### src/rtl/bkl_pkg.sv
// Shared constants for the pseudo-random backlight dimmer.
// Assumes a shift-left Fibonacci LFSR whose tap mask includes the MSB.
package bkl_pkg;
    localparam int unsigned DEF_W    = 12;
    // Taps at bits 11, 5, 3, 0: a primitive polynomial of degree 12
    localparam logic [DEF_W-1:0] DEF_TAPS = 12'h829;
    localparam logic [DEF_W-1:0] DEF_SEED = 12'h001;
endpackage

### src/rtl/bkl_seq_gen.sv
// Pseudo-random sequence generator with 2^W states.
// A maximal-length Fibonacci LFSR (2^W-1 states) plus all-zero state
// inserted by flipping the feedback when the low W-1 bits are zero.
// Assumes TAPS has bit W-1 set. Advances only when adv is high.
module bkl_seq_gen #(
    parameter int unsigned W    = bkl_pkg::DEF_W,
    parameter logic [W-1:0] TAPS = bkl_pkg::DEF_TAPS,
    parameter logic [W-1:0] SEED = bkl_pkg::DEF_SEED
) (
    input  logic         clk,
    input  logic         rst_n,
    input  logic         adv,
    output logic [W-1:0] state
);
    localparam int unsigned LOW_W = W - 1;

    logic fb_lin;
    logic fb;

    // Linear feedback plus the zero-state insertion term
    always_comb begin
        fb_lin = ^(state & TAPS);
        fb     = fb_lin ^ (state[LOW_W-1:0] == '0);
    end

    // Shift register: load seed on reset, shift when advancing
    always_ff @(posedge clk) begin
        if (!rst_n)
            state <= SEED;
        else if (adv)
            state <= {state[LOW_W-1:0], fb};
    end


    hold_when_frozen_chk: assert property (@(posedge clk) disable iff (!rst_n)
        !adv |=> $stable(state));


    moves_when_running_chk: assert property (@(posedge clk) disable iff (!rst_n)
        adv |=> state != $past(state));
endmodule

### src/rtl/bkl_duty_cmp.sv
// Duty comparator and output register.
// Drives the LED enable high when running and either forced or when the
// current sequence value lies below the programmed level. Low when frozen.
module bkl_duty_cmp #(
    parameter int unsigned W = bkl_pkg::DEF_W
) (
    input  logic         clk,
    input  logic         rst_n,
    input  logic         run,
    input  logic         force_on,
    input  logic [W-1:0] level,
    input  logic [W-1:0] seq,
    output logic         led_en
);
    logic below;
    logic led_nxt;

    // Next output value from the comparison and the overrides
    always_comb begin
        below   = (seq < level);
        led_nxt = run & (force_on | below);
    end

    // Registered output so the pin carries no comparator glitches
    always_ff @(posedge clk) begin
        if (!rst_n)
            led_en <= 1'b0;
        else
            led_en <= led_nxt;
    end


    frozen_low_chk: assert property (@(posedge clk) disable iff (!rst_n)
        !run |=> !led_en);


    forced_high_chk: assert property (@(posedge clk) disable iff (!rst_n)
        (run && force_on) |=> led_en);


    zero_level_off_chk: assert property (@(posedge clk) disable iff (!rst_n)
        (run && !force_on && level == '0) |=> !led_en);
endmodule

### src/rtl/bkl_dimmer.sv
// Pseudo-random backlight dimmer top.
// Runs from the slow backlight clock; clk_run stands for the software
// clock gate. While frozen the sequence holds and the output is low.
module bkl_dimmer #(
    parameter int unsigned W    = bkl_pkg::DEF_W,
    parameter logic [W-1:0] TAPS = bkl_pkg::DEF_TAPS,
    parameter logic [W-1:0] SEED = bkl_pkg::DEF_SEED
) (
    input  logic         clk,
    input  logic         rst_n,
    input  logic         clk_run,
    input  logic [W-1:0] level,
    input  logic         force_on,
    output logic         led_en
);
    logic [W-1:0] seq;

    // Sequence source, advanced once per running cycle
    bkl_seq_gen #(.W(W), .TAPS(TAPS), .SEED(SEED)) u_seq (
        .clk   (clk),
        .rst_n (rst_n),
        .adv   (clk_run),
        .state (seq)
    );

    // Level comparison and output stage
    bkl_duty_cmp #(.W(W)) u_cmp (
        .clk      (clk),
        .rst_n    (rst_n),
        .run      (clk_run),
        .force_on (force_on),
        .level    (level),
        .seq      (seq),
        .led_en   (led_en)
    );
endmodule

### config.mk
export PLATFORM = sky130hd
export DESIGN_NAME = bkl_dimmer
export DESIGN_NICKNAME = d
export VERILOG_FILES = /design/src/rtl/bkl_pkg.sv /design/src/rtl/bkl_seq_gen.sv /design/src/rtl/bkl_duty_cmp.sv /design/src/rtl/bkl_dimmer.sv
export SDC_FILE = /design/constraint.sdc
export NUM_CORES = 1
export LEC_CHECK = 0
export CAP_MARGIN = 0
export CORE_MARGIN = 5
export CORE_UTILIZATION = 56
export CTS_BUF_LIST = sky130_fd_sc_hd__clkbuf_8
export DETAILED_ROUTE_END_ITERATION = 10
export PLACE_DENSITY = 0.82
export SLEW_MARGIN = 20
export SYNTH_ARGS = -nofsm -noshare
export SYNTH_HDL_FRONTEND = slang
export SYNTH_SLANG_ARGS = --single-unit
### constraint.sdc
create_clock -name clk -period 4.38 [get_ports clk]
set_clock_uncertainty 0.15 [all_clocks]
set_input_delay 0.876 -clock clk [delete_from_list [all_inputs] [get_ports clk]]
set_output_delay 0.876 -clock clk [all_outputs]
set_load 0.03 [all_outputs]
==> results of run 1 <==
-- flip-flops by register name, indices dropped and copies added (netlist names) --
| name | count |
|---|---|
| u_seq.state | 12 |
| u_cmp.led_en | 1 |
-- report_power, final --
group | internal [µW] | switching (µW)
logic | 24.2 | 15.7
registers | 121 | 2.51
clock network | 61.8 | 41.3
-- cells by family (layout without fill, tap and decap cells) --
group,count (synthesis),after routing,synth area share (%)
compound gates,12,12,10.6
flops,13,13,32.0
xor+xnor,2,2,2.15
buf+inv,14,31,6.91
simple gates,26,26,18.0
fa+ha+maj,11,11,16.9
mux,11,11,13.5
-- routing by layer --
layer | vias to the layer above | GRT usage (%) | wire length (µm)
met3 | 2 | 4.80 | 79
met5 | - | 0 | 0
met2 | 11 | 28.9 | 795
met4 | 0 | 6.45 | 8
met1 | 293 | 20.5 | 735
li1 | 344 | - | -
-- synth_stat cells (2+ instances only) --
cell / count
dfxtp_1: 13
ha_1: 11
inv_1: 11
mux2i_1: 11
nor2b_1: 11
nand2_1: 3
nand3_1: 3
a21o_1: 2
a21oi_1: 2
a31oi_1: 2
clkbuf_1: 2
nand2b_1: 2
nor3_1: 2
nor4_1: 2
-- through the flow --
step	power [µW]	hold WS [ns]	utilization, %
after floorplan	148	0.374	-
after global placement	164	0.398	73.4
after detailed placement	166	0.408	73.4
after CTS	269	0.415	76.7
after global routing	280	0.429	76.7
final	266	0.419	76.7
-- area by class of cell --
type / instances / area [µm²] / area share (%)
clock buffer: 3 / 41.3 / 4.03
clock inverter: 1 / 3.75 / 0.367
inverter: 11 / 41.3 / 4.03
multi-input combinational: 62 / 498 / 48.7
sequential: 13 / 260 / 25.4
tap: 15 / 18.8 / 1.83
timing repair buffer: 16 / 160 / 15.6
-- worst paths after layout --
| check | end | slack [ns] | from |
|---|---|---|---|
| hold reg to reg | u_seq.state[2] | 0.42 | u_seq.state[2] |
| setup / recovery | u_cmp.led_en | 1.91 | level[10] |
| hold / removal | u_seq.state[2] | 0.42 | u_seq.state[2] |
| setup reg to reg | u_cmp.led_en | 2.69 | u_seq.state[10] |
-- critical path, delay by kind of cell --
family,cells,cell delay (ns)
adders and majority gates,1,0.33
buffers and inverters,2,0.49
AOI/OAI and AO/OA,3,0.74
and+or+nand+nor,1,0.06
==> run metrics, run 1 <==
vias in the first global route=628; clk_lat worst skew=0.24 ns; slowest CP cell=clkdlybuf4s50_1; CP arrival=2.49 ns; post-detail-place hpwl=1260 µm; DP Cell Count=117; Final WS setup=1.91 ns; Routed Antenna Nets=0; Via density=~5.4; worst vdd ir=0.255 mV; PwrDens=260 nW/µm²; Vias=between 600 and 700; Filler cells=between 90 and 100; Tmin final=2.47 ns; Initial DRC Count=3; leakage power=0.000502 µW; top cell type by total area after synthesis=dfxtp_1; Max FO, Critical Path=3; drt first pass iters=4; die height=48.1 µm; cts hold-fix bufs=0; cells after synthesis=89; total grt overflow=0; routability cong.=0.725; die area=2320 µm²; Mean Syn Cell Area=slightly above 9 µm²; WL per Instance=~13 µm; hold path depth=2; Setup TNS=0 ns; #FFs+latches synth=13; Final setup viols=0; Max Cap Violations=0; routed wire length=1620 µm; Required @ worst endpoint=4.40 ns; area grow syn2layout=25.7%; net count reported at finish=134; Rel. slew slack=around 53%; Clock transition at path regs=0.05 ns; Fin. Hold Viols=0; Crit. End Element=register; pre-CTS WS=1.66 ns; PortBufs=16; Final Cell Area=1020 µm²; drc violations=0; max incr delay on CP=around 0.45 ns; critical path launch point type=input port; CP Cell Sequence=clkdlybuf4s50_1 -> inv_1 -> ha_1 -> a21oi_2 -> nand2_1 -> a2111oi_0 -> a2bb2oi_1; most frequent cells in the layout=clkdlybuf4s50_1, dfxtp_1, inv_1; Max Transition Viols Final=0; outcome=finished, final reports clean; layout cells sized above 1=under 10%; H-tree levels=1; area post-placement=between 900 and 1000 µm²; ratio of final minimum period to clock period=roughly 56%; core box area=1330 µm²; RSZ-0062 raised after global routing=false; total CTS buffers=3; Seq/Total Area, Yosys=32.0%; Post-CTS Setup Bufs=0; Fmax=0.405 GHz; Starting Density=between 60% and 70%; Ant. Diodes=0; I/O pins=17; Synth cell types=26; commonest non-fill, non-tap cell in the layout=clkdlybuf4s50_1; cts repair resizes=0; CP Class=input port to register; CTS sink cnt=13; number of synthesized flops with an enable pin=0; Reg2Reg Depth=5; synth warn=0; root buffer cell=clkbuf_8; pin count of the biggest net entering global routing=15; top cells by area, synth=dfxtp_1, ha_1, mux2i_1; row count=13; Slew @ Worst Pin=0.708 ns; Mapped Area=815 µm²; Syn Nets=116; post-synth top area share=about a third; clk buf depth=2; initial antenna violation count=0; Synth Flop Type=dfxtp_1; Finished Layout Cells=121; first-pass GRT wire length=2740 µm; die width=48.1 µm; TritonCTS clock tree=yes; Tot GR Track Use=17.1%; FFs w/ async S/R, synth=0%; HP Class=register to register
No activity file was read; power rests on OpenSTA's default activity.
==> run 2: changes to the inputs <==
CORE_UTILIZATION = 52   (was 56)
PLACE_DENSITY = 0.77   (was 0.82)
clock period = 2.45 ns   (was 4.38 ns; I/O delays follow)
==> run 2 against run 1 <==
Cell count grew 3.3%; design area grew 2.3%; core utilization shrank 6.4 points; global-route usage shrank 0.92 points; flip-flop and latch count is the same; non-clock buffer count grew 3; die area grew 6.1%; routed wire length grew 11%; critical path type unchanged; largest cell class unchanged.
==> run metrics, run 2 (synthesized netlist as in run 1, its figures left out) <==
Tmin final=between 2 and 2.5 ns; area grow syn2layout=28.6%; Fmax=0.459 GHz; largest register by flop count=u_seq.state; net count reported at finish=roughly 140; R2R setup slack=0.64 ns; routed wire length=around 1800 µm; PwrDens=around 470 nW/µm²; commonest non-fill, non-tap cell in the layout=clkdlybuf4s50_1; row count=14; Crit. End Element=register; CP Cell Sequence=clkdlybuf4s50_1 -> inv_1 -> ha_1 -> a21oi_2 -> nand2_1 -> a2111oi_0 -> a2bb2oi_1; total CTS buffers=3; I/O pins=17; Post-CTS Setup Bufs=0; Max Cap Violations=0; routability cong.=0.735; first-pass GRT wire length=about 3000 µm; Ant. Diodes=0; CP Class=input port to register; die area=2460 µm²; critical path depth=7; WL per Instance=around 14 µm; RSZ-0062 raised after global routing=false; reg2reg start=u_seq.state[10]; WP buf/inv=2; clk buf depth=2; Final setup viols=0; total grt overflow=0; Largest register FFs=12; vias in the first global route=700; Reg-to-Reg End=u_cmp.led_en; die width=roughly 50 µm; Final Cell Area=between 1000 and 1500 µm²; max incr delay on CP=0.50 ns; layout cells sized above 1=6.42%; area post-placement=approximately 1000 µm²; end of the critical path=u_cmp.led_en; Initial DRC Count=1; ratio of final minimum period to clock period=88.9%; top flop regs=u_seq.state x12, u_cmp.led_en x1; drc violations=0; total power=491 µW; cts hold-fix bufs=0; Tot GR Track Use=16.2%; PortBufs=16; Max Transition Viols Final=0; critical path launch point type=input port; die height=between 40 and 50 µm; Reg2Reg Depth=5; hold path depth=2; H-tree levels=1; initial antenna violation count=0; CP arrival=2.21 ns; most frequent cells in the layout=clkdlybuf4s50_1, dfxtp_1, inv_1; Rel. slew slack=66.8%; pin count of the biggest net entering global routing=13; Clock transition at path regs=0.06 ns; Setup TNS=0 ns; slowest CP cell=a2111oi_0; core box area=approximately 1500 µm²; root buffer cell=clkbuf_8; Vias=685; outcome=finished, final reports clean; crit-path leading delay family=compound AO/OA/AOI/OAI gates; Starting Density=54.7%; worst vdd ir=0.383 mV; Via density=5.48; launch point of the critical path=level[10]; drt first pass iters=4; DP Cell Count=121; clk_lat worst skew=0.25 ns; Max FO, Critical Path=3; Required @ worst endpoint=around 2.5 ns; post-detail-place hpwl=1340 µm; leakage power=0.000516 µW; Finished Layout Cells=125; TritonCTS clock tree=yes; Routed Antenna Nets=0; cts repair resizes=0; Slew @ Worst Pin=0.485 ns; Fin. Hold Viols=0; Filler cells=~130; HP Class=register to register; CTS sink cnt=13
run 2: cell types whose count changed in the layout (fill, tap and decap cells not counted), sizes merged:
cell and delta:
buf +3
run 2: final cells by class:
| class | instances | area [µm²] | area share (%) |
|---|---|---|---|
| clock inverter | 1 | 3.75 | 0.358 |
| tap | 16 | 20.0 | 1.91 |
| sequential | 13 | 260 | 24.9 |
| timing repair buffer | 19 | 183 | 17.4 |
| clock buffer | 3 | 41.3 | 3.94 |
| multi-input combinational | 62 | 498 | 47.6 |
| inverter | 11 | 41.3 | 3.94 |
run 2: report_power, final:
| group | total [µW] | switching (µW) | internal (µW) | leakage, µW |
|---|---|---|---|---|
| clock | 194 | 83.1 | 111 | 0.0000269 |
| combinational | 76.5 | 30.5 | 46.0 | 0.000384 |
| sequential | 221 | 4.67 | 216 | 0.000106 |
run 2: worst min-delay path, cell delays in order, from the launching register on:
cell and delay, ns:
dfxtp_1 0.33, mux2i_1 0.13, nor2b_1 0.06
run 2: how the worst min path moves through the flow:
stage,slack (ns),endpoint,from
CTS,0.42,u_seq.state[4],u_seq.state[4]
finish,0.41,u_seq.state[6],u_seq.state[6]
global placement,0.39,u_seq.state[11],u_seq.state[11]
global route,0.43,u_seq.state[6],u_seq.state[6]
floorplan,0.37,u_seq.state[6],u_seq.state[6]
detailed placement,0.41,u_seq.state[4],u_seq.state[4]
run 2: per-layer routing:
layer / GRT usage, % / routed length, µm / vias up
li1: - / - / 349
met1: 17.8 / 789 / 321
met2: 28.0 / 905 / 10
met3: 3.92 / 64 / 5
met4: 9.17 / 43 / 0
met5: 0 / 0 / -
run 2: through the flow:
stage	utilization (%)	setup WS, ns	hold WS [ns]
detailed placement	67.3	0.00589	0.406
finish	70.3	0.271	0.411
CTS	70.3	0.274	0.415
floorplan	-	0.687	0.374
global placement	67.3	0.176	0.395
global route	70.3	0.164	0.430
